===== src/rtl/cbl_pkg.sv =====
package cbl_pkg;

    // Loader sequence phases
    typedef enum logic [1:0] {
        ST_START = 2'd0,  // sample device count
        ST_FETCH = 2'd1,  // present one memory address per clock
        ST_FLUSH = 2'd2,  // last write leaving the pipeline
        ST_DONE  = 2'd3   // halted until reset
    } cbl_state_e;

endpackage


===== src/rtl/cbl_seq.sv =====
module cbl_seq
    import cbl_pkg::*;
#(
    parameter int NUM_REGS = 64,
    parameter int MAX_DEV  = 16,
    localparam int IDX_W  = $clog2(NUM_REGS),
    localparam int PAGE_W = $clog2(MAX_DEV),
    localparam int CNT_W  = $clog2(MAX_DEV + 1)
) (
    input  logic              clk,
    input  logic              rst_n,
    input  logic [CNT_W-1:0]  dev_count,
    output logic              fetch_vld,
    output logic [IDX_W-1:0]  fetch_idx,
    output logic [PAGE_W-1:0] fetch_page,
    output logic              done
);

    localparam logic [IDX_W-1:0] IDX_LAST = IDX_W'(NUM_REGS - 1);
    localparam logic [CNT_W-1:0] CNT_MAX  = CNT_W'(MAX_DEV);

    typedef struct packed {
        cbl_state_e        state;
        logic [PAGE_W-1:0] page;
        logic [IDX_W-1:0]  idx;
        logic [CNT_W-1:0]  count;
    } seq_t;

    seq_t             s_d, s_q;
    logic [CNT_W-1:0] cnt_clamped;
    logic             last_idx;
    logic             last_page;

    always_comb begin
        cnt_clamped = (dev_count > CNT_MAX) ? CNT_MAX : dev_count;
        last_idx    = (s_q.idx == IDX_LAST);
        last_page   = ((CNT_W'(s_q.page) + CNT_W'(1)) == s_q.count);
        s_d         = s_q;
        unique case (s_q.state)
            ST_START: begin
                s_d.count = cnt_clamped;
                s_d.page  = '0;
                s_d.idx   = '0;
                s_d.state = (cnt_clamped == '0) ? ST_FLUSH : ST_FETCH;
            end
            ST_FETCH: begin
                if (last_idx) begin
                    if (last_page) begin
                        s_d.state = ST_FLUSH;   // addresses stay frozen
                    end else begin
                        s_d.page = s_q.page + 1'b1;
                        s_d.idx  = '0;
                    end
                end else begin
                    s_d.idx = s_q.idx + 1'b1;
                end
            end
            ST_FLUSH: s_d.state = ST_DONE;
            default:  s_d = s_q;
        endcase
    end

    always_ff @(posedge clk or negedge rst_n) begin
        if (!rst_n) begin
            s_q <= '{state: ST_START, page: '0, idx: '0, count: '0};
        end else begin
            s_q <= s_d;
        end
    end

    assign fetch_vld  = (s_q.state == ST_FETCH);
    assign fetch_idx  = s_q.idx;
    assign fetch_page = s_q.page;
    assign done       = (s_q.state == ST_DONE);

    // index advances by one per clock inside a page, page held
    assert_idx_step_R2: assert property (@(posedge clk) disable iff (!rst_n)
        (s_q.state == ST_FETCH && !last_idx) |=>
        (s_q.state == ST_FETCH && s_q.idx == $past(s_q.idx) + 1'b1 && $stable(s_q.page)));

    // after a non-final page, the next page starts at index 0
    assert_page_wrap_R5: assert property (@(posedge clk) disable iff (!rst_n)
        (s_q.state == ST_FETCH && last_idx && !last_page) |=>
        (s_q.state == ST_FETCH && s_q.idx == '0 && s_q.page == $past(s_q.page) + 1'b1));

    // no page at or above the sampled count is ever fetched
    assert_page_bound_R6: assert property (@(posedge clk) disable iff (!rst_n)
        (s_q.state == ST_FETCH) |-> (CNT_W'(s_q.page) < s_q.count));

    // halted state keeps addresses frozen
    assert_halt_R7: assert property (@(posedge clk) disable iff (!rst_n)
        (s_q.state == ST_DONE) |=>
        (s_q.state == ST_DONE && $stable(s_q.page) && $stable(s_q.idx)));

    // sampled count never changes after the start phase
    assert_count_frozen_R8: assert property (@(posedge clk) disable iff (!rst_n)
        (s_q.state != ST_START) |=> $stable(s_q.count));

endmodule


===== src/rtl/cbl_wstage.sv =====
module cbl_wstage #(
    parameter int IDX_W  = 6,
    parameter int PAGE_W = 4,
    parameter int DATA_W = 8
) (
    input  logic              clk,
    input  logic              rst_n,
    input  logic              fetch_vld,
    input  logic [IDX_W-1:0]  fetch_idx,
    input  logic [PAGE_W-1:0] fetch_page,
    input  logic [DATA_W-1:0] mem_data,
    output logic              wr_en,
    output logic [IDX_W-1:0]  wr_idx,
    output logic [PAGE_W-1:0] wr_page,
    output logic [DATA_W-1:0] wr_data
);

    typedef struct packed {
        logic              vld;
        logic [IDX_W-1:0]  idx;
        logic [PAGE_W-1:0] page;
        logic [DATA_W-1:0] data;
    } wst_t;

    wst_t w_d, w_q;

    always_comb begin
        w_d     = w_q;
        w_d.vld = fetch_vld;
        if (fetch_vld) begin
            w_d.idx  = fetch_idx;
            w_d.page = fetch_page;
            w_d.data = mem_data;
        end
    end

    always_ff @(posedge clk or negedge rst_n) begin
        if (!rst_n) begin
            w_q <= '0;
        end else begin
            w_q <= w_d;
        end
    end

    assign wr_en   = w_q.vld;
    assign wr_idx  = w_q.idx;
    assign wr_page = w_q.page;
    assign wr_data = w_q.data;

    // every fetch turns into one write on the next clock with its index and byte
    assert_write_lag_R3: assert property (@(posedge clk) disable iff (!rst_n)
        fetch_vld |=> (wr_en && wr_idx == $past(fetch_idx) &&
                       wr_page == $past(fetch_page) && wr_data == $past(mem_data)));

    // no write without a fetch in the cycle before
    assert_no_stray_write_R3: assert property (@(posedge clk) disable iff (!rst_n)
        !fetch_vld |=> !wr_en);

endmodule


===== src/rtl/cbl_csdec.sv =====
module cbl_csdec #(
    parameter int MAX_DEV = 16,
    parameter int PAGE_W  = 4
) (
    input  logic               clk,
    input  logic               rst_n,
    input  logic               wr_en,
    input  logic [PAGE_W-1:0]  wr_page,
    output logic [MAX_DEV-1:0] dev_sel
);

    for (genvar g = 0; g < MAX_DEV; g++) begin : g_sel
        assign dev_sel[g] = wr_en && (wr_page == PAGE_W'(g));
    end

    // at most one device selected
    assert_sel_onehot_R4: assert property (@(posedge clk) disable iff (!rst_n)
        $onehot0(dev_sel));

    // no select while idle
    assert_sel_idle_R4: assert property (@(posedge clk) disable iff (!rst_n)
        !wr_en |-> (dev_sel == '0));

    // a write always selects exactly one device
    assert_sel_active_R4: assert property (@(posedge clk) disable iff (!rst_n)
        wr_en |-> ($countones(dev_sel) == 1));

endmodule


===== src/rtl/coef_boot_loader.sv =====
module coef_boot_loader #(
    parameter int NUM_REGS = 64,
    parameter int MAX_DEV  = 16,
    parameter int DATA_W   = 8,
    localparam int IDX_W  = $clog2(NUM_REGS),
    localparam int PAGE_W = $clog2(MAX_DEV),
    localparam int CNT_W  = $clog2(MAX_DEV + 1)
) (
    input  logic               clk,
    input  logic               rst_n,
    input  logic [CNT_W-1:0]   dev_count,
    input  logic [DATA_W-1:0]  mem_data,
    output logic [IDX_W-1:0]   mem_addr,
    output logic [PAGE_W-1:0]  page_addr,
    output logic               reg_wr,
    output logic [IDX_W-1:0]   reg_addr,
    output logic [DATA_W-1:0]  reg_data,
    output logic [MAX_DEV-1:0] dev_sel,
    output logic               done
);

    logic              fetch_vld;
    logic [IDX_W-1:0]  fetch_idx;
    logic [PAGE_W-1:0] fetch_page;
    logic [PAGE_W-1:0] wr_page;

    cbl_seq #(
        .NUM_REGS (NUM_REGS),
        .MAX_DEV  (MAX_DEV)
    ) seq_i (
        .clk        (clk),
        .rst_n      (rst_n),
        .dev_count  (dev_count),
        .fetch_vld  (fetch_vld),
        .fetch_idx  (fetch_idx),
        .fetch_page (fetch_page),
        .done       (done)
    );

    cbl_wstage #(
        .IDX_W  (IDX_W),
        .PAGE_W (PAGE_W),
        .DATA_W (DATA_W)
    ) wstage_i (
        .clk        (clk),
        .rst_n      (rst_n),
        .fetch_vld  (fetch_vld),
        .fetch_idx  (fetch_idx),
        .fetch_page (fetch_page),
        .mem_data   (mem_data),
        .wr_en      (reg_wr),
        .wr_idx     (reg_addr),
        .wr_page    (wr_page),
        .wr_data    (reg_data)
    );

    cbl_csdec #(
        .MAX_DEV (MAX_DEV),
        .PAGE_W  (PAGE_W)
    ) csdec_i (
        .clk     (clk),
        .rst_n   (rst_n),
        .wr_en   (reg_wr),
        .wr_page (wr_page),
        .dev_sel (dev_sel)
    );

    assign mem_addr  = fetch_idx;
    assign page_addr = fetch_page;

    // once finished, the loader issues no further writes
    assert_done_quiet_R7: assert property (@(posedge clk) disable iff (!rst_n)
        done |-> (!reg_wr && dev_sel == '0));

    // done never drops while reset is released
    assert_done_sticky_R7: assert property (@(posedge clk) disable iff (!rst_n)
        done |=> done);

endmodule


===== config.mk =====
export PLATFORM = sky130hd
export DESIGN_NAME = coef_boot_loader
export DESIGN_NICKNAME = d
export VERILOG_FILES = /design/src/rtl/cbl_pkg.sv /design/src/rtl/cbl_seq.sv /design/src/rtl/cbl_wstage.sv /design/src/rtl/cbl_csdec.sv /design/src/rtl/coef_boot_loader.sv
export SDC_FILE = /design/constraint.sdc
export NUM_CORES = 1
export LEC_CHECK = 0
export ABC_AREA = 1
export BUFFER_PORTS_ARGS = -buffer_cell sky130_fd_sc_hd__buf_2
export CORE_ASPECT_RATIO = 0.7
export CORE_MARGIN = 8
export CORE_UTILIZATION = 52
export DETAILED_ROUTE_END_ITERATION = 10
export GPL_ROUTABILITY_DRIVEN = 0
export GPL_TIMING_DRIVEN = 0
export PLACE_DENSITY = 0.8
export SLEW_MARGIN = 10
export SYNTH_ARGS = -nofsm -noshare
export SYNTH_HDL_FRONTEND = slang
export SYNTH_HIERARCHICAL = 1
export SYNTH_SLANG_ARGS = --single-unit

===== constraint.sdc =====
create_clock -name clk -period 2.1 [get_ports clk]
set_clock_uncertainty 0.15 [all_clocks]
set_input_delay 0.21 -clock clk [delete_from_list [all_inputs] [get_ports clk]]
set_output_delay 0.21 -clock clk [all_outputs]
set_load 0.03 [all_outputs]

# Yosys cells after proc, flatten, opt, wreduce, memory -nomap -nowiden
# Cells that the tools add are included.
totals:
  regBits: 36
  latchBits: 0
  ram_bits: 0
  romBits: 0
  output_inout_bits: 42
  n_memories: 0
op_classes:
  add_sub_neg: 3
  mul: 0
  div: 0
  order_cmp: 1
  eq_ne: 24
  shift: 0
  mux: 8
  bitwise_logic: 0
  reduce_logical: 24
op_table:
  columns: ["op", "count"]
  rows:
  - ["equality test 4 bit (second input constant)", 8]
  - ["one-hot mux 10 bit (2 select lines)", 1]
  - ["equality test 4 x 3 -> 1 bit (second input constant)", 4]
  - ["logical AND 1 bit", 16]
  - ["2-to-1 mux 6 bit", 2]
  - ["2-to-1 mux 10 bit", 1]
  - ["equality test 4 x 2 -> 1 bit (second input constant)", 2]
  - ["adder 6 x 1 -> 6 bit (second input constant)", 1]
  - ["equality test 6 bit (second input constant)", 1]
  - ["one-hot mux 2 bit (3 select lines)", 1]
  - ["AND reduction 3 bit", 2]
  - ["adder 4 x 1 -> 5 bit (second input constant)", 1]
  - ["equality test 5 bit", 1]
  - ["> comparator 5 bit (second input constant)", 1]
  - ["zero test 5 bit", 1]
  - ["2-to-1 mux 5 bit", 1]
  - ["adder 4 x 1 -> 4 bit (second input constant)", 1]
  - ["equality test 2 bit (second input constant)", 2]
  - ["equality test 4 x 1 -> 1 bit (second input constant)", 1]
  - ["zero test 4 bit", 1]
  - ["2-to-1 mux 2 bit", 2]
  - ["!= test 2 x 1 -> 1 bit (second input constant)", 2]
  - ["!= test 3 bit (second input constant)", 1]
  - ["nonzero test 3 bit", 1]
  - ["5 further kinds", 5]

# Depth between registers and ports, before layout
depth:
  word_depth: 5
  mapped_depth: 12
  mapped_depth_nobuf: 12

# Modules after synthesis
# The synthesis kept the hierarchy.
modules_own_cells:
  columns: ["module", "n_inst", "cells_each", "area_per_inst_um2", "seq_area_each_um2"]
  rows:
  - ["cbl_seq", 1, 145, 1128.6, 425.4]
  - ["cbl_wstage", 1, 77, 735.7, 475.5]
  - ["cbl_csdec", 1, 32, 126.4, 0.0]

# Least setup slack after synthesis
# OpenSTA, ideal clock, no wires.
synth_timing:
  path_kind: "register to register"
  start: "reg seq_i.s_q (netlist bit seq_i/fetch_page[0])"
  end: "reg seq_i/s_q[15] (netlist name)"
  setup_time_ps: 117
  arrival_time_ps: 1419
  required_time_ps: 1833
  setup_slack_ps: 414
  stages_incl_launch_ff: 12
  n_path_buf: 0
  synth_period_minus_slack_ps: 1686
  cell_sequence: "dfrtp_1 ha_1 inv_1 nand2_1 nand2_1 nand3_2 nor2_4 nand2_1 nand2_1 nand2_1 nand2_1 nand2_1"
synth_between:
  elab_chain_cells: 4
synth_lines:
  columns: ["element", "line", "rtl"]
  rows:
  - ["from (decl)", "cbl_seq.sv:29", "seq_t s_d, s_q;"]
  - ["from (signal assigned)", "cbl_seq.sv:65", "s_q <= '{state: ST_START, page: '0, idx: '0, count: '0};"]
  - ["adder 4 x 1 -> 5 bit", "cbl_seq.sv:37", "last_page = ((CNT_W'(s_q.page) + CNT_W'(1)) == s_q.count);"]
  - ["equality test 5 bit", "cbl_seq.sv:37", null]
  - ["!= test 2 x 1 -> 1 bit (no source line)", null, null]
  - ["AND reduction 3 bit (no source line)", null, null]
# No other way between the ends.
# A chain may end at the register's enable or synchronous reset.

# Worst setup path in the final report
layout_timing:
  start: "reg seq_i.s_q (netlist bit seq_i/fetch_page[0])"
  end: "reg seq_i/s_q[16] (netlist name)"
# The elaborated chain is that of the path after synthesis.

==> flow_summary_export.csv <==
group,metric,value,unit
status,status,"complete, no violations",
clock_tree,cts_buffer_depth,2,
critical_path,cp-end-kind,"flip-flop",
logic_synthesis,synth_area,1990,um2
sta,slew_headroom,0.476,
global_routing,grt_pass1_vias,1751,
routing,post-route-drc-count,0,
critical_path,reg2reg_depth,11,
routing,vias_per_cell,4.74,
sta,max_freq,537,MHz
critical_path,ff2ff_setup_slack,0.24,ns
critical_path,start_kind,"flip-flop",
logic_synthesis,synth_top_area_frac,0.453,
critical_path,worst_r2r_endpoint,"seq_i/s_q[16]",
sta,fin_crit,1.86,ns
sta,rsz0062_at_grt,"no",
routing,detail-route-antenna-nets,0,
worst_hold_path,worst_hold_path_type,"in -> reg",
clock_tree,tritoncts,"built",
routing,wirelength,4.48,mm
critical_path,cp-endpoint,"seq_i/s_q[16]",
logic_synthesis,netlist_instances,254,
finish,syn_to_final_growth,26.7,%
sta,finalSetupViolCount,0,
global_routing,grt_pass1_wl,7.98,mm
critical_path,crit_fanout,8,
logic_synthesis,synth.area.top_cells,"dfrtp_1 45%, nand2_1 19%, inv_1 4.7%",
floorplanning,die_h,67.8,um
routing,drtIter0Drc,57,
routing,vias,1788,
global_routing,grt_usage,0.158,
critical_path,required,2.13,ns
clock_tree,cts_sinks,36,
logic_synthesis,yosys.area.top_type,"dfrtp_1",
sta,fin_setup_tns,0,ns
sta,worstMarginPinSlew,0.786,ns
sta,slew_viol_final,0,
finish,nets,347,
critical_path,cp.arrival,1.89,ns
floorplanning,start_util,0.552,
placed_design,dpl.hpwl,3.45,mm
logic_synthesis,postSynthAreaPerCell,7.84,um2
routing,detail_route.wl_per_cell,11.9,um
finish,stdcell_area,2520,um2
clock_tree,cts_made_buffers,5,
logic_synthesis,synthDistinctLibCells,23,
critical_path,critPathLaunch,"seq_i/fetch_page[0]",
sta,period_share,0.887,
clock_tree,htreeDepth,2,
finish,drive_gt1_frac,0.287,
routing,drt-pass1-iter-count,5,
critical_path,rr_startpoint,"seq_i/fetch_page[0]",
placed_design,portBuffers,56,
pwr,vdd_drop_max,0.422,mV
clock_tree,path_clk_slew,0.07,ns
pwr,p_leak,1.35,nW
global_routing,grt_max_degree,37,
floorplanning,rows,18,
placed_design,place_area,2330,um2
floorplanning,fp.dieW,90.0,um
clock_tree,root_buffer,"clkbuf_8",
flow_run,cap_violations,0,
logic_synthesis,ys_seq_elements,36,
finish,nFillCells,294,
clock_tree,cts_setup_buffers,0,
logic_synthesis,ys_warn_count,6,
floorplanning,die_area,6100,um2
logic_synthesis,synth_fp_nets,275,
clock_tree,clock_latency,0.29,ns
floorplanning,coreArea,3600,um2
logic_synthesis,seq_area_frac_synth,0.453,
finish,diodes,0,
global_routing,antenna_found_initial,0,
critical_path,crit_type,"reg -> reg",
pwr,power.density,499,nW/um2
sta,hold_viol_final,0,
global_routing,grt.overflow.total,0,
floorplanning,num_io_pins,57,
layer usage:
metal  track usage  share of wire
met5             0              0
met4        0.0309         0.0031
met3        0.0687          0.090
met2         0.256           0.42
met1         0.196           0.48
cells by family after synthesis:
kind of cell	synth area share
AND/OR/NAND/NOR	0.345
adder cells (fa/ha/maj)	0.0377
AO/OA/AOI/OAI	0.0383
XOR/XNOR	0.0132
flip-flops	0.453
buffers and inverters	0.113
synth_stat cells:
library cell  count
a21oi_1           2
buf_4            11
buf_6             2
buf_8             1
dfrtp_1          36
ha_1              6
inv_1            25
inv_8             1
nand2_1         100
nand2_2           6
nand3_1          13
nand3_2           4
nand3_4           1
nand3b_1          1
nand4_1           7
nor2_1           22
nor2_4            1
o21ai_1           5
o21ai_2           1
o21bai_1          1
o22ai_1           4
or2_2             1
xor2_1            3
flip-flops by register name (all words and copies together), names as in the netlist:
register          count
seq_i/s_q             7
wstage_i/wr_en        1
wstage_i/wr_data      8
wstage_i/wr_page      4
seq_i/fetch_page      4
wstage_i/wr_idx       6
seq_i/fetch_idx       6
critical path, cell delays in order, from the launching register on:
cell and delay [ns]:
dfrtp_2 0.47, ha_1 0.36, inv_1 0.07, nand2_1 0.05, nand2_1 0.06, nand3_2 0.09, nor2_4 0.14, nand2_1 0.07
nand2_1 0.10, nand2_1 0.08, nand2_1 0.07, nand2_1 0.05
through the flow:
stage / power [mW] / util / hold slack, ns / cells / worst slack, ns
2_1_floorplan: 0.713 / - / -0.236 / 254 / 0.414
3_3_place_gp: 0.740 / 0.648 / 0.181 / 360 / 0.257
3_5_place_dp: 0.740 / 0.648 / 0.181 / 360 / 0.225
4_1_cts: 1.27 / 0.699 / 0.0292 / 377 / 0.206
5_1_grt: 1.31 / 0.700 / 0.0495 / 377 / 0.0479
6_report: 1.26 / 0.700 / 0.0421 / 377 / 0.236
worst min path at each step:
| stage | startpoint | endpoint | slack, ns | cells past startpoint |
|---|---|---|---|---|
| final | dev_count[3] | seq_i/s_q[3] | 0.04 | 3 |
| after global placement | rst_n | seq_i/fetch_idx[0] | 0.18 | 1 |
| after global routing | dev_count[3] | seq_i/s_q[3] | 0.05 | 3 |
| after detailed placement | rst_n | seq_i/fetch_idx[0] | 0.18 | 1 |
| after CTS | dev_count[3] | seq_i/s_q[3] | 0.03 | 3 |
| after floorplan | rst_n | seq_i/fetch_idx[0] | -0.24 | 0 |
layout make-up:
type | instances | area (um2) | share of cell area
Sequential cell | 36 | 902 | 0.358
Multi-Input combinational cell | 178 | 865 | 0.343
Timing Repair Buffer | 65 | 370 | 0.147
Buffer | 14 | 120 | 0.0476
Inverter | 26 | 105 | 0.0417
Clock buffer | 6 | 82.6 | 0.0328
Tap cell | 50 | 62.6 | 0.0248
Clock inverter | 2 | 13.8 | 0.00546
layout by cell type (no fill, tap or decap), types with 6 or more instances in the layout:
cell / count
nand2_1: 100
buf_2: 56
dfrtp_1: 35
inv_1: 25
nor2_1: 22
nand3_1: 13
buf_4: 11
dlygate4sd3_1: 9
nand4_1: 7
clkbuf_8: 6
nand2_2: 6
ha_1: 6
power breakdown:
| part | switching, mW | internal [mW] | total (mW) |
|---|---|---|---|
| combinational | 0.0223 | 0.0221 | 0.0444 |
| sequential | 0.000749 | 0.694 | 0.694 |
| clock | 0.251 | 0.268 | 0.519 |
what timing repair did:
action                                  CTS  global route
endpoints found under the hold margin    44             0
endpoints found under the setup margin    0             1
resized for setup                         0             1
hold buffers                              9             0
Power figures use the tool's default switching activity.
